===== src/rtl/cpu_tgt_pkg.sv =====
package cpu_tgt_pkg;
    localparam int BANK_BASE = 'h800;
    localparam int ADDR_W    = 12;

    // Low byte holding one bit per existing processor
    function automatic logic [7:0] cpu_byte_mask(int ncpu);
        logic [8:0] m;
        m = (9'd1 << ncpu) - 9'd1;
        return m[7:0];
    endfunction

    // Expand 4 lane strobes into a 32-bit bit mask
    function automatic logic [31:0] lane_bits(logic [3:0] s);
        logic [31:0] r;
        for (int i = 0; i < 4; i++) r[i*8 +: 8] = {8{s[i]}};
        return r;
    endfunction
endpackage


===== src/rtl/cpu_tgt_decode.sv =====
module cpu_tgt_decode
    import cpu_tgt_pkg::*;
#(
    parameter int NUM_IRQ = 64,
    localparam int WIDX = $clog2(NUM_IRQ / 4)
) (
    input  logic [ADDR_W-1:0] addr,
    output logic              hit,
    output logic [WIDX-1:0]   widx
);
    logic [ADDR_W-1:0] off;
    logic              unused_bits;

    assign off  = addr - ADDR_W'(BANK_BASE);
    assign hit  = (addr >= ADDR_W'(BANK_BASE)) && (off < ADDR_W'(NUM_IRQ));
    assign widx = off[WIDX+1:2];
    assign unused_bits = ^{off[1:0], off[ADDR_W-1:WIDX+2]};
endmodule


===== src/rtl/cpu_tgt_store.sv =====
module cpu_tgt_store
    import cpu_tgt_pkg::*;
#(
    parameter int NUM_IRQ = 64,
    parameter int NUM_CPU = 4,
    localparam int WIDX = $clog2(NUM_IRQ / 4),
    localparam int TW   = NUM_IRQ * 8
) (
    input  logic            clk,
    input  logic            rst_n,
    input  logic            wr_en,
    input  logic [WIDX-1:0] widx,
    input  logic [3:0]      strb,
    input  logic [31:0]     wdata,
    output logic [TW-1:0]   tgt
);
    localparam logic [7:0] LMASK = cpu_byte_mask(NUM_CPU);

    typedef struct packed {
        logic [TW-1:0] tgt;
    } st_t;

    st_t st_d, st_q;

    always_comb begin
        st_d = st_q;
        if (wr_en) begin
            for (int l = 0; l < 4; l++) begin
                if (strb[l]) begin
                    st_d.tgt[(32'(widx) * 4 + l) * 8 +: 8] = wdata[l*8 +: 8] & LMASK;
                end
            end
        end
    end

    always_ff @(posedge clk) begin
        if (!rst_n) st_q <= '0;
        else        st_q <= st_d;
    end

    assign tgt = st_q.tgt;
endmodule


===== src/rtl/cpu_target_bank.sv =====
module cpu_target_bank
    import cpu_tgt_pkg::*;
#(
    parameter int NUM_IRQ = 64,
    parameter int NUM_CPU = 4
) (
    input  logic                 clk,
    input  logic                 rst_n,
    input  logic                 acc_en,
    input  logic                 acc_wr,
    input  logic [11:0]          acc_addr,
    input  logic [3:0]           acc_strb,
    input  logic [31:0]          acc_wdata,
    output logic [31:0]          acc_rdata,
    output logic [NUM_IRQ*8-1:0] tgt_mask
);
    localparam int WIDX = $clog2(NUM_IRQ / 4);

    typedef struct packed {
        logic [31:0] rdata;
    } rd_t;

    logic            hit;
    logic [WIDX-1:0] widx;
    logic [31:0]     word;
    rd_t             rd_d, rd_q;

    cpu_tgt_decode #(.NUM_IRQ(NUM_IRQ)) u_dec (
        .addr (acc_addr),
        .hit  (hit),
        .widx (widx)
    );

    cpu_tgt_store #(.NUM_IRQ(NUM_IRQ), .NUM_CPU(NUM_CPU)) u_store (
        .clk   (clk),
        .rst_n (rst_n),
        .wr_en (acc_en && acc_wr && hit),
        .widx  (widx),
        .strb  (acc_strb),
        .wdata (acc_wdata),
        .tgt   (tgt_mask)
    );

    assign word = tgt_mask[32'(widx) * 32 +: 32];

    always_comb begin
        rd_d = rd_q;
        if (acc_en && !acc_wr) begin
            rd_d.rdata = hit ? (word & lane_bits(acc_strb)) : 32'h0;
        end
    end

    always_ff @(posedge clk) begin
        if (!rst_n) rd_q <= '0;
        else        rd_q <= rd_d;
    end

    assign acc_rdata = rd_q.rdata;
endmodule


===== config.mk =====
export PLATFORM = sky130hd
export DESIGN_NAME = cpu_target_bank
export DESIGN_NICKNAME = d
export VERILOG_FILES = /design/src/rtl/cpu_tgt_pkg.sv /design/src/rtl/cpu_tgt_decode.sv /design/src/rtl/cpu_tgt_store.sv /design/src/rtl/cpu_target_bank.sv
export SDC_FILE = /design/constraint.sdc
export NUM_CORES = 1
export LEC_CHECK = 0
export ABC_AREA = 1
export ABC_CLOCK_PERIOD_IN_PS = 3500
export BUFFER_PORTS_ARGS = -buffer_cell sky130_fd_sc_hd__buf_2
export CORE_ASPECT_RATIO = 0.5
export CORE_UTILIZATION = 35
export DETAILED_ROUTE_END_ITERATION = 10
export HOLD_SLACK_MARGIN = 0.03
export PLACE_DENSITY = 0.7
export SYNTH_ARGS = -nofsm -noshare
export SYNTH_HDL_FRONTEND = slang
export SYNTH_SLANG_ARGS = --single-unit

===== constraint.sdc =====
create_clock -name clk -period 3.5 [get_ports clk]
set_clock_uncertainty 0.05 [all_clocks]
set_input_delay 0.7 -clock clk [delete_from_list [all_inputs] [get_ports clk]]
set_output_delay 0.7 -clock clk [all_outputs]
set_load 0.02 [all_outputs]

==> impl_metrics.json, run 1 <==
{
  "setup_viol": 0,
  "multi_input_area_sq_um": 8100,
  "fp-row-count": 55,
  "tns_ns": 0,
  "period_share": 0.695,
  "ys.flop_type": "dfxtp_1",
  "fin_crit_ns": 2.43,
  "finish.net_count": 2862,
  "yosysSeqAreaShare": 0.337,
  "drtIter0Drc": 1848,
  "grt-ovfl-total": 0,
  "dp_hpwl_um": 46200,
  "r2r-start": "u_store.tgt[72]",
  "antenna_found_initial": 5,
  "synth.top_cell.area_share": 0.337,
  "cts_root_buffer": "clkbuf_16",
  "synth_warnings": 0,
  "cts_tree": "yes",
  "viasPerCell": 4.90,
  "ir_worst_vdd_v": 0.000336,
  "required_ns": 3.90,
  "synth_area_leader_cell": "dfxtp_1",
  "syn-cell-area_sq_um": 16400,
  "hp-class": "input port to register",
  "clkTransAtPathRegs_ns": 0.06,
  "startpoint": "acc_addr[3]",
  "path_class": "input port to register",
  "ys_ff_latch": 276,
  "power_density_nw_per_um2": 432,
  "tightest_slew_ns": 0.837,
  "fillerInstances": 4891,
  "port_buffers": 321,
  "postCtsHoldBufs": 0,
  "start_util": 0.359,
  "report.final.hold_viol_count": 0,
  "holdCritStartpoint": "acc_wr",
  "worstPathMaxFanout": 11,
  "leakagePower_nw": 9.07,
  "avgSynthCellArea_sq_um": 6.43,
  "io_pins": 596,
  "cp-end-kind": "register",
  "htree_levels": 1,
  "place.gp.congestion": 0.991,
  "rsz0062_at_grt": "false",
  "grt_usage": 0.243,
  "clock_sinks": 276,
  "dp_slack_ns": 0.501,
  "coreArea_sq_um": 45700,
  "status": "complete, no violations",
  "grt_pass1_wl_um": 89100,
  "routedWlPerCell_um": 17.9,
  "numCtsBuffers": 30,
  "seqCellArea_sq_um": 5530,
  "drv_cap": 0,
  "wl_um": 61800,
  "crit_path_start_kind": "input port",
  "synth_area_leaders": "dfxtp_1 (34%), nand2_1 (14%), buf_4 (12%)",
  "slew_violations": 0,
  "synth_cells": 2549,
  "hold_ws_ns": 0.387,
  "relSlewSlack": 0.442,
  "grt_max_degree": 233,
  "arrival_ns": 2.84,
  "synth_edf_count": 0,
  "fin_ws_ns": 1.07,
  "clockBufferDepth": 3,
  "area.growth.synth_to_final_pct": 14.8,
  "die-area_sq_um": 47700,
  "fp.dieW_um": 308,
  "ant_nets": 0,
  "max_freq_ghz": 0.411,
  "vias": 16900,
  "ys_types": 29,
  "synth_common_cells": "nand2_1 (596), inv_1 (310), dfxtp_1 (276), buf_4 (271), a21oi_1 (241)",
  "die_y_um": 155,
  "async_flop_share": 0,
  "yosysMostFrequentCell": "nand2_1",
  "ctsResizeCount": 0,
  "drt-pass1-iter-count": 7,
  "clock_latency_ns": 0.58,
  "drc": 0,
  "drive_above_1_share": 0.161,
  "cts_setup_buffers": 0,
  "grt_pass1_vias": 15100
}
-- metrics by stage --
stage,util,area (sq um),std cells,power (mW)
after floorplan,-,17300,2804,4.12
after global placement,0.384,17600,3398,4.13
after detailed placement,0.384,17600,3398,4.13
after CTS,0.412,18800,3452,8.11
after global routing,0.412,18800,3453,8.35
final,0.412,18800,3456,8.12
-- report_power, final --
group / switching (mW) / internal, mW / total [mW]
Clock: 1.42 / 2.61 / 4.03
Combinational: 0.772 / 0.180 / 0.952
Sequential: 0.000481 / 3.14 / 3.14
Total: 2.19 / 5.93 / 8.12
-- sequential cells by signal, summed over array words and instances (netlist names) --
| signal | flops |
|---|---|
| acc_rdata | 20 |
| u_store.tgt | 256 |
-- critical path, cell delays in order --
cell and delay, ns:
buf_2 0.13, inv_2 0.21, ha_1 0.30, ha_1 0.32, nor2_1 0.21, nand2_1 0.18
nor2_2 0.24, nand2_1 0.13, nor2_4 0.18, nand3_1 0.10, nand2_1 0.08, nor2_1 0.05
-- cell type report --
type | instances | area share
antenna | 4 | 0.000532
clock buffer | 34 | 0.0429
clock inverter | 20 | 0.0233
inverter | 319 | 0.0638
multi-input combinational | 1818 | 0.430
sequential | 276 | 0.294
tap | 627 | 0.0417
timing repair buffer | 358 | 0.104
-- cells in the final DEF (no fill, tap or decap), drive strengths merged, types with 5 or more instances in the layout --
cell	synthesis	final
inv	317	318
ha	7	7
conb	1	256
nor2	182	182
nand3	225	225
nand2	598	598
clkbuf	71	34
bufinv	0	13
dfxtp	276	276
nand4	25	25
buf	320	358
o21bai	5	5
a21oi	241	241
o21ai	205	205
clkinv	2	7
nor4	16	16
nor3	54	54
-- kinds of logic after synthesis --
kind of cell,synth area share
compound gates,0.139
fa+ha+maj,0.00535
buf+inv,0.227
flops,0.337
other cells,0.000229
simple gates,0.292
-- metal layers --
layer	wire length [um]	share of wire	vias to the layer above	GRT usage
li1	-	-	8113	-
met1	23600	0.38	7800	0.293
met2	29900	0.48	836	0.419
met3	4860	0.079	181	0.0425
met4	3380	0.055	4	0.122
met5	28	0.00045	-	0
-- worst paths after layout --
| path | endpoint | slack [ns] | cells past startpoint |
|---|---|---|---|
| setup / recovery | u_store.tgt[1] | 1.07 | 12 |
| setup reg to reg | acc_rdata[8] | 1.89 | 6 |
| hold / removal | acc_rdata[15] | 0.39 | 3 |
| hold reg to reg | acc_rdata[2] | 0.41 | 2 |
Note: power is estimated with default switching activity, not from simulation.
==> inputs of run 2 (changes only) <==
--- a/config.mk
+++ b/config.mk
@@ -5,14 +5,14 @@
 export SDC_FILE = /design/constraint.sdc
 export NUM_CORES = 1
 export LEC_CHECK = 0
-export ABC_AREA = 1
-export ABC_CLOCK_PERIOD_IN_PS = 3500
+export ABC_AREA = 0
+export ABC_CLOCK_PERIOD_IN_PS = 2440
 export BUFFER_PORTS_ARGS = -buffer_cell sky130_fd_sc_hd__buf_2
 export CORE_ASPECT_RATIO = 0.5
 export CORE_UTILIZATION = 35
 export DETAILED_ROUTE_END_ITERATION = 10
 export HOLD_SLACK_MARGIN = 0.03
-export PLACE_DENSITY = 0.7
+export PLACE_DENSITY = 0.71
 export SYNTH_ARGS = -nofsm -noshare
 export SYNTH_HDL_FRONTEND = slang
 export SYNTH_SLANG_ARGS = --single-unit
==> constraint.sdc (replaced) <==
create_clock -name clk -period 2.44 [get_ports clk]
set_clock_uncertainty 0.05 [all_clocks]
set_input_delay 0.488 -clock clk [delete_from_list [all_inputs] [get_ports clk]]
set_output_delay 0.488 -clock clk [all_outputs]
set_load 0.02 [all_outputs]
==> impl_metrics.json, run 2 <==
{
  "layout_common_cells": "buf_2 (319), dfxtp_1 (276), mux2i_1 (263)",
  "synth_common_cells": "dfxtp_1 (276), buf_4 (268), mux2i_1 (263), nand2_1 (212), nor2b_1 (113)",
  "arrival_ns": 2.26,
  "leakagePower_nw": 8.22,
  "mostFrequentLayoutCell": "buf_2",
  "relSlewSlack": 0.571,
  "htree_levels": 1,
  "antenna_found_initial": 3,
  "r2r-start": "u_store.tgt[96]",
  "area.growth.synth_to_final_pct": 17.8,
  "clock_latency_ns": 0.57,
  "hp-class": "input port to register",
  "pwr-share-clk": 0.435,
  "report.final.hold_viol_count": 0,
  "path_class": "input port to register",
  "yosysMostFrequentCell": "dfxtp_1",
  "async_flop_share": 0,
  "clockBufferDepth": 3,
  "cts_setup_buffers": 0,
  "synth_area_leaders": "dfxtp_1 (36%), mux2i_1 (17%), buf_4 (13%)",
  "rsz0062_at_grt": "false",
  "final_cell_area_sq_um": 18000,
  "drtIter0Drc": 1239,
  "crit_path_start_kind": "input port",
  "p_sw_mw": 2.69,
  "p_total_mw": 9.76,
  "cpMostUsedCell": "buf_4",
  "yosysSeqAreaShare": 0.362,
  "numCtsBuffers": 27,
  "status": "complete, no violations",
  "port_buffers": 321,
  "dp_slack_ns": 0.0119,
  "viasPerCell": 5.02,
  "grt_pass1_vias": 12100,
  "die_y_um": 150,
  "finish.net_count": 2122,
  "ant_nets": 0,
  "syn-cell-area_sq_um": 15200,
  "cpPeakStageDelay_ns": 0.39,
  "avgSynthCellArea_sq_um": 8.87,
  "ys_ff_latch": 276,
  "drv_cap": 0,
  "dpl_cell_area_sq_um": 17100,
  "ys.flop_type": "dfxtp_1",
  "drt-pass1-iter-count": 7,
  "period_share": 0.771,
  "drc": 0,
  "internal-power_mw": 7.06,
  "grt_pass1_wl_um": 75200,
  "grt-ovfl-total": 0,
  "synth.top_cell.area_share": 0.362,
  "cts_tree": "yes",
  "tns_ns": 0,
  "worst-r2r-cell-count": 4,
  "p_comb_frac": 0.103,
  "fp.dieW_um": 297,
  "io_pins": 596,
  "cts_root_buffer": "clkbuf_16",
  "wl_um": 52600,
  "place.gp.congestion": 0.922,
  "p_sw_frac": 0.276,
  "die-area_sq_um": 44500,
  "dp_hpwl_um": 40400,
  "grt_usage": 0.221,
  "ctsResizeCount": 0,
  "cp-end-kind": "register",
  "post-route-util": 0.423,
  "grt_max_degree": 133,
  "largest_register_ffs": 256,
  "required_ns": 2.82,
  "vias": 13400,
  "reg2reg_to": "acc_rdata[0]",
  "holdCritStartpoint": "acc_wdata[25]",
  "slew_violations": 0,
  "drive_above_1_share": 0.241,
  "ys_types": 47,
  "coreArea_sq_um": 42400,
  "synth_warnings": 0,
  "routedWlPerCell_um": 19.8,
  "tightest_slew_ns": 0.643,
  "dp.cells": 2611,
  "max_freq_ghz": 0.532,
  "synth_area_leader_cell": "dfxtp_1",
  "start_util": 0.359,
  "clock_sinks": 276,
  "ir_worst_vdd_v": 0.000421,
  "power_density_nw_per_um2": 543,
  "cpMaxStageDelayCell": "nor4_1",
  "synth_cells": 1719,
  "setup_viol": 0,
  "clkTransAtPathRegs_ns": 0.08,
  "fin_crit_ns": 1.88,
  "r2r_slack_ns": 0.97,
  "fin_ws_ns": 0.559,
  "p_seq_frac": 0.462,
  "path_cells": "buf_2 -> nor3_4 -> ha_4 -> buf_4 -> nor4_1 -> buf_4 -> nand2_1 -> mux2i_1",
  "hold_ws_ns": 0.182,
  "postCtsHoldBufs": 0,
  "crit_path_end": "u_store.tgt[385]",
  "fp-row-count": 53,
  "startpoint": "acc_addr[4]",
  "fin_cells": 2664,
  "worstPathMaxFanout": 9,
  "synth_edf_count": 0
}
## run 2: cell types whose count changed in the layout (fill, tap and decap cells not counted), moves of 113 or more
cell	delta
nand2_1	-384
inv_1	-306
mux2i_1	+263
a21oi_1	-238
o21ai_0	-147
nand3_1	-131
nor2_1	-130
nor2b_1	+113
## run 2: cell families (layout without fill, tap and decap cells)
logic type,count (synthesis),in the layout,synth area share
AND/OR/NAND/NOR,604,604,0.207
buffers and inverters,372,482,0.159
flip-flops,276,276,0.362
multiplexers,273,273,0.186
AO/OA/AOI/OAI,186,186,0.0798
adder cells (fa/ha/maj),7,7,0.00574
other,1,259,0.000246
## run 2: metal layers
layer  vias to the layer above  GRT usage  wire, um
li1                       6122          -         -
met3                       139     0.0428      3860
met1                      6461      0.259     19800
met5                         -          0         0
met4                         0      0.113      2570
met2                       659      0.387     26400
## run 2: layout make-up
type / count / area, sq um
antenna: 3 / 7.51
clock buffer: 37 / 773
clock inverter: 13 / 103
fill: 4189 / 24500
inverter: 5 / 18.8
multi-input combinational: 1326 / 8310
sequential: 276 / 5530
tap: 577 / 722
timing repair buffer: 427 / 2500
## run 2: power by group through the flow
stage                     clock network [mW]  registers [mW]  logic, mW
after floorplan                            0            4.61       1.05
after global placement                     0            4.61      0.974
after detailed placement                   0            4.61      0.976
after CTS                               4.30            4.50      0.979
after global routing                    4.47            4.50       1.06
final                                   4.25            4.50       1.00
## run 2: how the worst min path moves through the flow
stage	cells after the start	to
after floorplan	2	acc_rdata[16]
after global placement	2	acc_rdata[24]
after detailed placement	2	acc_rdata[0]
after CTS	3	u_store.tgt[409]
after global routing	3	u_store.tgt[1]
final	3	u_store.tgt[409]
## run 2: worst max-delay path: cells and delay by family
family | cells | cell delay [ns]
adder cells (fa/ha/maj) | 1 | 0.24
buffers and inverters | 3 | 0.51
multiplexers | 1 | 0.19
AND/OR/NAND/NOR | 3 | 0.83
==> inputs of run 3 (changes only) <==
--- a/config.mk
+++ b/config.mk
@@ -6,7 +6,7 @@
 export NUM_CORES = 1
 export LEC_CHECK = 0
 export ABC_AREA = 0
-export ABC_CLOCK_PERIOD_IN_PS = 2440
+export ABC_CLOCK_PERIOD_IN_PS = 1850
 export BUFFER_PORTS_ARGS = -buffer_cell sky130_fd_sc_hd__buf_2
 export CORE_ASPECT_RATIO = 0.5
 export CORE_UTILIZATION = 35
==> constraint.sdc (replaced) <==
create_clock -name clk -period 1.85 [get_ports clk]
set_clock_uncertainty 0.05 [all_clocks]
set_input_delay 0.37 -clock clk [delete_from_list [all_inputs] [get_ports clk]]
set_output_delay 0.37 -clock clk [all_outputs]
set_load 0.02 [all_outputs]
==> impl_metrics.json, run 3 (synthesis gave the netlist of run 2 again) <==
{
  "drt-pass1-iter-count": 5,
  "drc": 0,
  "cts_tree": "yes",
  "wl_um": 52900,
  "htree_levels": 1,
  "grt-ovfl-total": 0,
  "tightest_slew_ns": 0.584,
  "die-area_sq_um": 44500,
  "min_path_cells": 3,
  "worst-r2r-cell-count": 3,
  "area.growth.synth_to_final_pct": 21.6,
  "clock_sinks": 276,
  "antenna_found_initial": 1,
  "ir_worst_vdd_v": 0.000607,
  "period_share": 0.961,
  "layout_common_cells": "buf_2 (319), dfxtp_1 (276), mux2i_1 (263)",
  "die_y_um": 150,
  "drv_cap": 0,
  "cp-end-kind": "register",
  "fp-row-count": 53,
  "io_pins": 596,
  "vias": 13400,
  "coreArea_sq_um": 42400,
  "largest_register_ffs": 256,
  "leakagePower_nw": 8.47,
  "clockBufferDepth": 3,
  "grt_usage": 0.223,
  "cts_setup_buffers": 0,
  "viasPerCell": 4.95,
  "crit_path_start_kind": "input port",
  "cts_root_buffer": "clkbuf_16",
  "report.final.hold_viol_count": 0,
  "numCtsBuffers": 28,
  "slew_violations": 0,
  "post-route-util": 0.437,
  "place.gp.congestion": 0.948,
  "fp.dieW_um": 297,
  "worstPathMaxFanout": 40,
  "path_class": "input port to register",
  "setup_viol": 0,
  "mostFrequentLayoutCell": "buf_2",
  "port_buffers": 321,
  "hp-class": "input port to register",
  "power_density_nw_per_um2": 718,
  "arrival_ns": 2.20,
  "drtIter0Drc": 1173,
  "drive_above_1_share": 0.268,
  "clock_latency_ns": 0.59,
  "fin_crit_ns": 1.78,
  "tns_ns": 0,
  "relSlewSlack": 0.610,
  "hold_ws_ns": 0.0496,
  "grt_max_degree": 162,
  "max_freq_ghz": 0.563,
  "status": "complete, no violations",
  "clkTransAtPathRegs_ns": 0.06,
  "required_ns": 2.27,
  "grt_pass1_vias": 12200,
  "ant_nets": 0,
  "dp_hpwl_um": 41000,
  "finish.net_count": 2170,
  "rsz0062_at_grt": "false",
  "routedWlPerCell_um": 19.5,
  "start_util": 0.359,
  "grt_pass1_wl_um": 75900
}
run 3: critical path, stage by stage:
cell and delay, ns:
buf_6 0.11, buf_4 0.38, buf_12 0.34, mux2i_1 0.32
o22a_1 0.21, o221ai_1 0.12, a211oi_1 0.22, o21ai_0 0.09
run 3: cell type report:
type                    instances  area [sq um]
fillers                      4157         23900
flip-flops and latches        276          5530
diodes                          1          2.50
well taps                     577           722
repair buffers                474          2840
clock buffers                  44           851
clock inverters                 7           115
inverters                       5          18.8
multi-input cells            1326          8470
run 3: repair_timing:
item | CTS | global route
endpoints found under the setup margin | 0 | 4
gates resized for setup | 0 | 1
hold buffers | 0 | 0
run 3: stage by stage:
step / instances / power (mW) / setup slack, ns / instance area [sq um]
floorplan: 1974 / 7.48 / -0.437 / 16500
finish: 2710 / 13.3 / 0.0729 / 18500
CTS: 2709 / 13.3 / 0.112 / 18500
global route: 2710 / 13.7 / 0.00320 / 18500
global placement: 2658 / 7.43 / -0.432 / 17600
detailed placement: 2658 / 7.43 / -0.478 / 17600
run 3: path summary, 6_finish.rpt:
path | from | endpoint | slack, ns
max | acc_addr[2] | acc_rdata[8] | 0.07
min reg2reg | acc_rdata[9] | acc_rdata[9] | 0.40
min | rst_n | u_store.tgt[35] | 0.05
max reg2reg | u_store.tgt[56] | acc_rdata[24] | 0.38
run 3: report_power, final:
part           leakage (nW)  total [mW]  internal (mW)  switching [mW]
registers              2.22        5.94           5.94        0.000145
clock network         0.466        5.98           3.44            2.54
logic                  5.78        1.40          0.347            1.05
total                  8.47        13.3           9.73            3.59
run 3: layer usage:
metal / wire [um] / track usage / vias up / share of wire
met2: 26200 / 0.387 / 634 / 0.50
li1: - / - / 6217 / -
met1: 20700 / 0.269 / 6432 / 0.39
met3: 3340 / 0.0361 / 134 / 0.063
met4: 2660 / 0.111 / 0 / 0.050
met5: 0 / 0 / - / 0
